## config.mk

```make
export PLATFORM = sky130hd
export DESIGN_NAME = smbst_top
export DESIGN_NICKNAME = d
export VERILOG_FILES = /design/src/rtl/smbst_pkg.sv /design/src/rtl/smbst_busy_mon.sv /design/src/rtl/smbst_flags.sv /design/src/rtl/smbst_ctrl_reg.sv /design/src/rtl/smbst_irq_gate.sv /design/src/rtl/smbst_top.sv
export SDC_FILE = /design/constraint.sdc
export NUM_CORES = 1
export LEC_CHECK = 0
export BUFFER_PORTS_ARGS = -buffer_cell sky130_fd_sc_hd__buf_4
export CORE_AREA = 2 2 39 41
export DETAILED_ROUTE_END_ITERATION = 10
export DIE_AREA = 0 0 41 43
export GPL_ROUTABILITY_DRIVEN = 0
export GPL_TIMING_DRIVEN = 0
export MAX_ROUTING_LAYER = met4
export PLACE_DENSITY = 0.76
export SKIP_CTS_REPAIR_TIMING = 1
export SLEW_MARGIN = 5
export SYNTH_ARGS = -nofsm -noshare
export SYNTH_HDL_FRONTEND = slang
export SYNTH_HIERARCHICAL = 1
export SYNTH_SLANG_ARGS = --single-unit
```

## constraint.sdc

```tcl
create_clock -name clk -period 0.8 [get_ports clk]
set_input_delay 0.04 -clock clk [delete_from_list [all_inputs] [get_ports clk]]
set_output_delay 0.04 -clock clk [all_outputs]
set_load 0.02 [all_outputs]
```

## src/rtl/smbst_pkg.sv

```systemverilog
package smbst_pkg;

    localparam int ST_BUSY = 0;
    localparam int ST_DONE = 1;
    localparam int ST_ERR  = 2;
    localparam int ST_ARB  = 3;
    localparam int STAT_W  = 4;

    localparam int CT_DONE_EN = 0;
    localparam int CT_ERR_EN  = 1;
    localparam int CTRL_W     = 2;

    localparam int F_DONE = 0;
    localparam int F_ERR  = 1;
    localparam int F_ARB  = 2;
    localparam int NFLAG  = 3;

    localparam int NIRQ = 2;

    typedef struct packed {
        logic arb;
        logic err;
        logic done;
        logic busy;
    } stat_t;

    typedef struct packed {
        logic err_en;
        logic done_en;
    } ctrl_t;

    function automatic logic sticky_next(logic cur, logic set, logic clr);
        return set | (cur & ~clr);
    endfunction

    function automatic logic [STAT_W-1:0] pack_stat(stat_t s);
        return {s.arb, s.err, s.done, s.busy};
    endfunction

endpackage

```

## src/rtl/smbst_busy_mon.sv

```systemverilog
module smbst_busy_mon (
    input  logic clk,
    input  logic rst,
    input  logic busy_i,
    output logic fall_o
);
    logic busy_q;

    always_ff @(posedge clk) begin
        if (rst) busy_q <= 1'b0;
        else     busy_q <= busy_i;
    end

    assign fall_o = busy_q & ~busy_i;
endmodule

```

## src/rtl/smbst_flags.sv

```systemverilog
module smbst_flags #(
    parameter int N = 3
) (
    input  logic         clk,
    input  logic         rst,
    input  logic [N-1:0] set_i,
    input  logic [N-1:0] clr_i,
    output logic [N-1:0] flag_o
);
    import smbst_pkg::*;

    for (genvar g = 0; g < N; g++) begin : g_flag
        logic q;
        always_ff @(posedge clk) begin
            if (rst) q <= 1'b0;
            else     q <= sticky_next(q, set_i[g], clr_i[g]);
        end
        assign flag_o[g] = q;
    end
endmodule

```

## src/rtl/smbst_ctrl_reg.sv

```systemverilog
module smbst_ctrl_reg #(
    parameter int W = 2
) (
    input  logic         clk,
    input  logic         rst,
    input  logic         wr_i,
    input  logic         lock_i,
    input  logic [W-1:0] d_i,
    output logic [W-1:0] q_o
);
    logic [W-1:0] q;

    always_ff @(posedge clk) begin
        if (rst)                 q <= '0;
        else if (wr_i && !lock_i) q <= d_i;
    end

    assign q_o = q;
endmodule

```

## src/rtl/smbst_irq_gate.sv

```systemverilog
module smbst_irq_gate #(
    parameter int N = 2
) (
    input  logic [N-1:0] pend_i,
    input  logic [N-1:0] en_i,
    output logic [N-1:0] irq_o
);
    for (genvar g = 0; g < N; g++) begin : g_irq
        assign irq_o[g] = pend_i[g] & en_i[g];
    end
endmodule

```

## src/rtl/smbst_top.sv

```systemverilog
module smbst_top #(
    parameter int REG_W = 8
) (
    input  logic             clk,
    input  logic             rst,
    input  logic             eng_busy_i,
    input  logic             eng_nak_i,
    input  logic             eng_arb_i,
    input  logic             stat_rd_i,
    input  logic             stat_wr_i,
    input  logic             ctrl_wr_i,
    input  logic [REG_W-1:0] wr_data_i,
    output logic [REG_W-1:0] stat_o,
    output logic [REG_W-1:0] ctrl_o,
    output logic             irq_done_o,
    output logic             irq_err_o,
    output logic             wr_lock_o
);
    import smbst_pkg::*;

    localparam int PAD_S = REG_W - STAT_W;
    localparam int PAD_C = REG_W - CTRL_W;

    logic             lock;
    logic             fall;
    logic             err_evt;
    logic             w1c_err;
    logic [NFLAG-1:0] f_set, f_clr, flags;
    logic [CTRL_W-1:0] ctrl_bits;
    ctrl_t            ctrl;
    stat_t            stat;
    logic [NIRQ-1:0]  pend, en, irq;
    logic             unused_wr_hi;

    // Writes are locked out for the whole time the engine is busy
    assign lock      = eng_busy_i;
    assign wr_lock_o = lock;

    smbst_busy_mon u_busy (
        .clk    (clk),
        .rst    (rst),
        .busy_i (eng_busy_i),
        .fall_o (fall)
    );

    assign err_evt = eng_nak_i | eng_arb_i;
    assign w1c_err = stat_wr_i & wr_data_i[ST_ERR] & ~lock;

    // set wins over clear inside each flag
    always_comb begin
        f_set         = '0;
        f_clr         = '0;
        f_set[F_DONE] = fall;
        f_clr[F_DONE] = stat_rd_i;
        f_set[F_ERR]  = err_evt;
        f_clr[F_ERR]  = w1c_err;
        f_set[F_ARB]  = eng_arb_i;
        f_clr[F_ARB]  = w1c_err & ~err_evt;
    end

    smbst_flags #(.N(NFLAG)) u_flags (
        .clk    (clk),
        .rst    (rst),
        .set_i  (f_set),
        .clr_i  (f_clr),
        .flag_o (flags)
    );

    smbst_ctrl_reg #(.W(CTRL_W)) u_ctrl (
        .clk    (clk),
        .rst    (rst),
        .wr_i   (ctrl_wr_i),
        .lock_i (lock),
        .d_i    (wr_data_i[CTRL_W-1:0]),
        .q_o    (ctrl_bits)
    );

    assign ctrl = ctrl_t'(ctrl_bits);

    assign pend = {flags[F_ERR], flags[F_DONE]};
    assign en   = {ctrl.err_en, ctrl.done_en};

    smbst_irq_gate #(.N(NIRQ)) u_irq (
        .pend_i (pend),
        .en_i   (en),
        .irq_o  (irq)
    );

    assign irq_done_o = irq[0];
    assign irq_err_o  = irq[1];

    always_comb begin
        stat.busy = eng_busy_i;
        stat.done = flags[F_DONE];
        stat.err  = flags[F_ERR];
        stat.arb  = flags[F_ARB];
    end

    assign stat_o = {{PAD_S{1'b0}}, pack_stat(stat)};
    assign ctrl_o = {{PAD_C{1'b0}}, ctrl_bits};

    assign unused_wr_hi = ^wr_data_i[REG_W-1:STAT_W] ^ wr_data_i[ST_ARB];
endmodule

```

==> results.toml, run 1 <==
[run_status]
status = "finished, violations left"
violations = "negative setup slack"

[timing]
final-hold-violation-count = 0
fin_crit_sh_pct = 108.3
finalMaxSlewViolations = 0
maxClockFrequency_mhz = 1155
setup_slack_ps = -66.15
skew_ps = 0.08191
fin_crit_ps = 866.2
setup_viol = 2
rsz0062_at_grt = "yes"
setup_tns_ps = -131.5
timing.hold.ws_ps = 13.79

[global_routing]
grt_max_degree = 10
grt_pass1_vias = 259
grt.total_usage_pct = 9.194
grt_pass1_wl_um = 1000
grt.overflow.total = 0
antenna_found_initial = 0

[clock_tree]
htree_levels = 1
cts_made_buffers = 3
cts.clk_slew.worst_paths_ps = 40
tritoncts = "built"
clock-sinks = 6
root_buffer = "clkbuf_4"
clk_latency_ps = 240
clockBufferDepth = 2

[power]
power_density_nw_per_um2 = 1362
power.leakage_uw = 0.0003266
power_uw = 840.0
ir_worst_vdd_mv = 0.6025

[final_layout]
drive_gt1_share_pct = 62.16
area.growth.synth_to_final_pct = 55.03
finalNetCount = 92
num_antenna_cells = 0
fin_area_um2 = 616.8
layoutNonFillerInstCount = 90

[worst_hold_path]
hold_path.class = "in -> reg"
min-delay-start = "rst"
hold_depth = 2
whs_endpoint = "u_flags/g_flag[2].q"

[logic_synthesis]
synthCells = 46
synth_top_area_share_pct = 30.19
synth_cell_types = 17
synth_area_um2 = 397.9
ys_top_cells_by_area = "dfxtp_1, buf_4, nand2b_1"
synth_top_cell_by_area = "dfxtp_1"
synth-seq-cells = 6
yosysSeqAreaShare_pct = 30.19
syn_avg_cell_area_um2 = 8.650
yosys_warnings = 6

[setup_path]
r2r-start = "u_busy/busy_q"
crit_family = "flip-flops"
slowest_delay_ps = 320
required_ps = 760
crit_chain = "and2_4, buf_6"
worstSetupStartpoint = "u_ctrl/q_o[1]"
crit_arrival_ps = 830
crit_buf_inv = 1
r2r_end = "u_flags/g_flag[0].q"
start_kind = "flip-flop"
crit_fanout = 3
critPathSlowestCell = "dfxtp_2"
r2r_setup_slack_ps = 180
cp-end-kind = "primary output"
r2r_cells = 3
path_class = "reg -> out"

[place]
placed_cell_area_um2 = 594.3
io_buffer_count = 19
dp_hpwl_um = 584.8
place_inst = 90

[floorplan]
die_h_um = 43
rows = 14
coreArea_um2 = 1384
die_x_um = 41
io_pins = 35
start_util_pct = 28.75
dieArea_um2 = 1763

[routing]
wl_per_cell_um = 7.833
num_vias = 325
drt_iter0_drc = 4
firstDrtPassIters = 2
via_per_inst = 3.611
route.detailed.drc = 0
ant_nets = 0
finalWirelength_um = 705

[job]
cap_violations = 0
-- placed cells by master (no fill, tap or decap) --
master | netlist | final
and2_4 | 0 | 2
buf_4 | 15 | 28
nor2_1 | 1 | 1
nor2b_4 | 1 | 1
nand4bb_1 | 2 | 2
buf_6 | 0 | 3
nand2_1 | 1 | 1
nor3_2 | 1 | 1
dfxtp_2 | 0 | 5
or2_4 | 1 | 1
nor2b_2 | 1 | 1
dfxtp_1 | 6 | 1
a21oi_1 | 3 | 3
nor2b_1 | 1 | 1
conb_1 | 1 | 10
o21ai_2 | 1 | 1
nand2b_1 | 5 | 5
inv_1 | 3 | 3
o21ai_1 | 1 | 1
clkbuf_4 | 0 | 3
-- where the power goes --
| part | switching, uW | total (uW) | internal (uW) |
|---|---|---|---|
| clock | 97.3 | 266 | 169 |
| combinational | 117 | 243 | 126 |
| sequential | 10.5 | 331 | 320 |
-- registers in the layout (all words and copies together) (netlist names) --
signal	cells
u_flags/g_flag.q	3
u_busy/busy_q	1
u_ctrl/q_o	2
-- worst max path at each step --
stage                                endpoint  slack, ps  depth (start not counted)
after global placement    u_flags/g_flag[2].q         -7                          5
after CTS                          irq_done_o       -210                          3
after global routing                irq_err_o       -100                          2
after floorplan                    irq_done_o         60                          1
after detailed placement  u_flags/g_flag[2].q        -20                          5
final                               irq_err_o        -70                          2
-- per-stage QoR --
| stage | setup WS, ps | utilization [%] |
|---|---|---|
| 2_1_floorplan | 61.22 | - |
| 3_3_place_gp | -7.403 | 42.95 |
| 3_5_place_dp | -24.28 | 42.95 |
| 4_1_cts | -214.4 | 44.57 |
| 5_1_grt | -98.14 | 44.57 |
| 6_report | -66.15 | 44.57 |
-- cell type report --
cell class / instances / area (um^2)
repair buffers: 19 / 153.9
plain buffers: 12 / 90.09
fillers: 147 / 767.0
inverters: 3 / 11.26
well taps: 16 / 20.02
clock buffers: 3 / 22.52
flip-flops and latches: 6 / 126.4
multi-input cells: 31 / 192.7
-- routing by layer --
layer	GRT usage, %	part of all wire, %	vias to the layer above
li1	-	-	177
met1	9.121	39	131
met2	12.50	48	17
met3	6.283	12	0
met4	6.000	0	0
met5	-	0	-
-- cells in the mapped netlist --
cell,count
a21oi_1,3
and2_1,2
buf_4,15
conb_1,1
dfxtp_1,6
inv_1,3
nand2_1,1
nand2b_1,5
nand4bb_1,2
nor2_1,1
nor2b_1,1
nor2b_2,1
nor2b_4,1
nor3_2,1
o21ai_1,1
o21ai_2,1
or2_4,1
-- kinds of logic (layout without fill, tap and decap cells) --
family                 after synthesis  after routing  synth area share [%]
buffers and inverters               18             37                 31.13
AND/OR/NAND/NOR                     16             16                 30.50
flip-flops                           6              6                 30.19
AO/OA/AOI/OAI                        5              5                 7.231
other                                1             10                0.9425
Note: power is estimated with default switching activity, not from simulation.
==> run 2, diff against run 1 <==
--- a/config.mk
+++ b/config.mk
@@ -7,12 +7,13 @@
 export LEC_CHECK = 0
 export BUFFER_PORTS_ARGS = -buffer_cell sky130_fd_sc_hd__buf_4
 export CORE_AREA = 2 2 39 41
+export CTS_CLUSTER_DIAMETER = 60
 export DETAILED_ROUTE_END_ITERATION = 10
 export DIE_AREA = 0 0 41 43
 export GPL_ROUTABILITY_DRIVEN = 0
 export GPL_TIMING_DRIVEN = 0
 export MAX_ROUTING_LAYER = met4
-export PLACE_DENSITY = 0.76
+export PLACE_DENSITY = 0.74
 export SKIP_CTS_REPAIR_TIMING = 1
 export SLEW_MARGIN = 5
 export SYNTH_ARGS = -nofsm -noshare
==> constraint.sdc (replaced) <==
create_clock -name clk -period 0.84 [get_ports clk]
set_input_delay 0.042 -clock clk [delete_from_list [all_inputs] [get_ports clk]]
set_output_delay 0.042 -clock clk [all_outputs]
set_load 0.02 [all_outputs]
==> results.toml, run 2 (synthesized netlist as in run 1, its figures left out) <==
[floorplan]
rows = 14
coreArea_um2 = 1384
start_util_pct = 28.75
io_pins = 35
die_x_um = 41
dieArea_um2 = 1763
die_h_um = 43

[final_layout]
largest_reg_flops = 3
largest_register = "u_flags/g_flag.q"
area.growth.synth_to_final_pct = 56.92
fin_util_pct = 45.12
drive_gt1_share_pct = 62.67
finalNetCount = 93
final_common_cell = "buf_4"
filler_cell_count = 147
layout_common_cells = "buf_4, conb_1, nand2b_1, dfxtp_2"
num_antenna_cells = 0

[global_routing]
grt_pass1_wl_um = 1166
antenna_found_initial = 0
grt.overflow.total = 0
grt.total_usage_pct = 10.94
grt_max_degree = 10
grt_pass1_vias = 264

[routing]
ant_nets = 0
wl_per_cell_um = 8.923
finalWirelength_um = 812
met2_length_um = 445
firstDrtPassIters = 2
dr_wl_met3_um = 109
route.detailed.drc = 0
via_per_inst = 3.725
drt_iter0_drc = 2
wl_met1_um = 257
num_vias = 339
highest_layer = "met3"

[timing]
final-hold-violation-count = 0
setup_tns_ps = -61.87
rsz0062_at_grt = "yes"
setup_slack_ps = -36.21
skew_ps = 0.03403
finalMaxSlewViolations = 0
fin_crit_ps = 876.2
setup_viol = 2
maxClockFrequency_mhz = 1141
fin_crit_sh_pct = 104.3

[power]
ir_worst_vdd_mv = 0.7935
power.leakage_uw = 0.0003320
power_density_nw_per_um2 = 1294

[place]
dp_slack_ps = 9.538
io_buffer_count = 19
dp_hpwl_um = 647.7

[job]
cap_violations = 0

[clock_tree]
tritoncts = "built"
root_buffer = "clkbuf_4"
htree_levels = 1
cts.clk_slew.worst_paths_ps = 40
clock-sinks = 6
clk_latency_ps = 240
cts_made_buffers = 3
clockBufferDepth = 2

[setup_path]
path_class = "reg -> out"
crit_arrival_ps = 830
required_ps = 800
crit_fanout = 3
cp-end-kind = "primary output"
start_kind = "flip-flop"

[run_status]
status = "finished, violations left"
violations = "negative setup slack"

[worst_hold_path]
hold_path.class = "in -> reg"
## run 2: cell count changes in the layout (fill, tap and decap cells not counted)
| cell | previous run | this run |
|---|---|---|
| buf_4 | 28 | 29 |
## run 2: critical path, cell delays in order (launching register included)
cell and delay (ps):
dfxtp_2 320, and2_4 150, buf_6 120
## run 2: final timing paths
kind	startpoint	endpoint	slack (ps)	cells after the start
worst max-delay path	u_ctrl/q_o[1]	irq_err_o	-40	2
worst min register to register	u_ctrl/q_o[0]	u_ctrl/q_o[0]	480	2
worst min-delay path	rst	u_busy/busy_q	20	2
worst max register to register	u_flags/g_flag[0].q	u_flags/g_flag[0].q	130	3
## run 2: cell type report
type	count	area (um^2)	area share, %
Clock buffer	3	22.52	3.607
Buffer	12	90.09	14.43
Multi-Input combinational cell	31	192.7	30.86
Timing Repair Buffer	20	161.4	25.85
Tap cell	16	20.02	3.206
Inverter	3	11.26	1.804
Sequential cell	6	126.4	20.24
## run 2: report_power, final
group	total, uW	switching, uW	internal (uW)	leakage (uW)
Combinational	236	114	122	0.000267
Sequential	316	10.8	305	0.0000512
Clock	256	94.9	161	0.0000138
Total	808	220	588	0.000332
## run 2: layer usage
metal | global-route usage (%) | vias up
met3 | 7.853 | 0
li1 | - | 177
met4 | 6.000 | 0
met1 | 10.71 | 142
met2 | 15.31 | 20
met5 | - | -
## run 2: metrics by stage
step	hold slack, ps	total power [uW]	instances	instance area [um^2]
after floorplan	107.8	471.8	55	431.7
after global placement	260.8	552.0	90	594.3
after detailed placement	265.1	556.8	90	594.3
after CTS	8.276	822.4	93	616.8
after global routing	10.76	869.6	91	624.3
final	15.14	807.9	91	624.3
==> run 3, diff against run 2 <==
--- a/config.mk
+++ b/config.mk
@@ -15,7 +15,7 @@
 export MAX_ROUTING_LAYER = met4
 export PLACE_DENSITY = 0.74
 export SKIP_CTS_REPAIR_TIMING = 1
-export SLEW_MARGIN = 5
+export SLEW_MARGIN = 20
 export SYNTH_ARGS = -nofsm -noshare
 export SYNTH_HDL_FRONTEND = slang
 export SYNTH_HIERARCHICAL = 1
==> constraint.sdc (replaced) <==
create_clock -name clk -period 1.1 [get_ports clk]
set_input_delay 0.055 -clock clk [delete_from_list [all_inputs] [get_ports clk]]
set_output_delay 0.055 -clock clk [all_outputs]
set_load 0.02 [all_outputs]
==> results.toml, run 3 (synthesized netlist as in run 1, its figures left out) <==
[final_layout]
num_antenna_cells = 0
drive_gt1_share_pct = 54.55
largest_register = "u_flags/g_flag.q"
finalNetCount = 95
layout_common_cells = "buf_4, conb_1, dfxtp_1"
area.growth.synth_to_final_pct = 55.03
final_common_cell = "buf_4"
layoutNonFillerInstCount = 93
largest_reg_flops = 3
fin_util_pct = 44.57

[timing]
fin_crit_sh_pct = 93.55
setup_viol = 0
maxClockFrequency_mhz = 971.8
skew_ps = 0.03442
setup_tns_ps = 0
setup_slack_ps = 70.94
finalMaxSlewViolations = 0
fin_crit_ps = 1029
final-hold-violation-count = 0
rsz0062_at_grt = "no"

[routing]
ant_nets = 0
num_vias = 346
drt_iter0_drc = 5
firstDrtPassIters = 4
finalWirelength_um = 782
wl_per_cell_um = 8.409
via_per_inst = 3.720
route.detailed.drc = 0

[run_status]
status = "complete, no violations"

[floorplan]
dieArea_um2 = 1763
die_x_um = 41
start_util_pct = 28.75
die_h_um = 43
io_pins = 35
coreArea_um2 = 1384
rows = 14

[place]
dp_hpwl_um = 647.7
dp_slack_ps = 256.5
place_inst = 90
io_buffer_count = 19

[global_routing]
grt_pass1_wl_um = 1166
grt_pass1_vias = 264
grt_max_degree = 10
grt.overflow.total = 0
antenna_found_initial = 0
grt.total_usage_pct = 10.94

[clock_tree]
clk_latency_ps = 240
cts_made_buffers = 3
root_buffer = "clkbuf_4"
cts.clk_slew.worst_paths_ps = 40
htree_levels = 1
clock-sinks = 6
tritoncts = "built"
clockBufferDepth = 2

[setup_path]
start_kind = "flip-flop"
cp-end-kind = "primary output"
crit_fanout = 2
required_ps = 1040
path_class = "reg -> out"
crit_arrival_ps = 970

[power]
power.leakage_uw = 0.0003350
power_uw = 615.7
power_density_nw_per_um2 = 998.1
ir_worst_vdd_mv = 0.6192

[job]
cap_violations = 0

[worst_hold_path]
hold_path.class = "in -> reg"
## run 3: changes by cell type in the layout (fill, tap and decap cells not counted), sizes merged
cell / delta
buf: +2
## run 3: layout make-up
| class | count | area [um^2] |
|---|---|---|
| Tap cell | 16 | 20.02 |
| Timing Repair Buffer | 19 | 142.6 |
| Inverter | 3 | 11.26 |
| Fill cell | 157 | 767.0 |
| Clock buffer | 3 | 22.52 |
| Multi-Input combinational cell | 31 | 187.7 |
| Buffer | 15 | 112.6 |
| Sequential cell | 6 | 120.1 |
## run 3: per-layer routing
| metal | wire length, um | global-route usage (%) | vias to the layer above |
|---|---|---|---|
| li1 | - | - | 181 |
| met1 | 252 | 10.71 | 144 |
| met2 | 414 | 15.31 | 21 |
| met3 | 115 | 7.853 | 0 |
| met4 | 0 | 6.000 | 0 |
| met5 | 0 | - | - |
## run 3: final timing paths
path | start | endpoint | slack (ps) | depth (start not counted)
max reg2reg | u_flags/g_flag[0].q | u_flags/g_flag[0].q | 480 | 2
max | u_flags/g_flag[0].q | irq_done_o | 70 | 3
min reg2reg | u_flags/g_flag[2].q | u_flags/g_flag[2].q | 480 | 2
min | rst | u_busy/busy_q | 30 | 2
## run 3: stage by stage
step	cell area [um^2]	hold WS [ps]
finish	616.8	26.29
detailed placement	594.3	278.1
global route	616.8	21.41
floorplan	431.7	120.8
global placement	594.3	273.8
CTS	616.8	21.28
## run 3: worst max-delay path, stage by stage (launching register included)
cell and delay (ps):
dfxtp_1 310, buf_4 130, and2_1 140, buf_4 150
## run 3: power by group
part | leakage [uW] | switching (uW) | internal [uW]
registers | 0.0000497 | 6.68 | 231
logic | 0.000272 | 87.7 | 95.8
clock network | 0.0000138 | 71.8 | 123
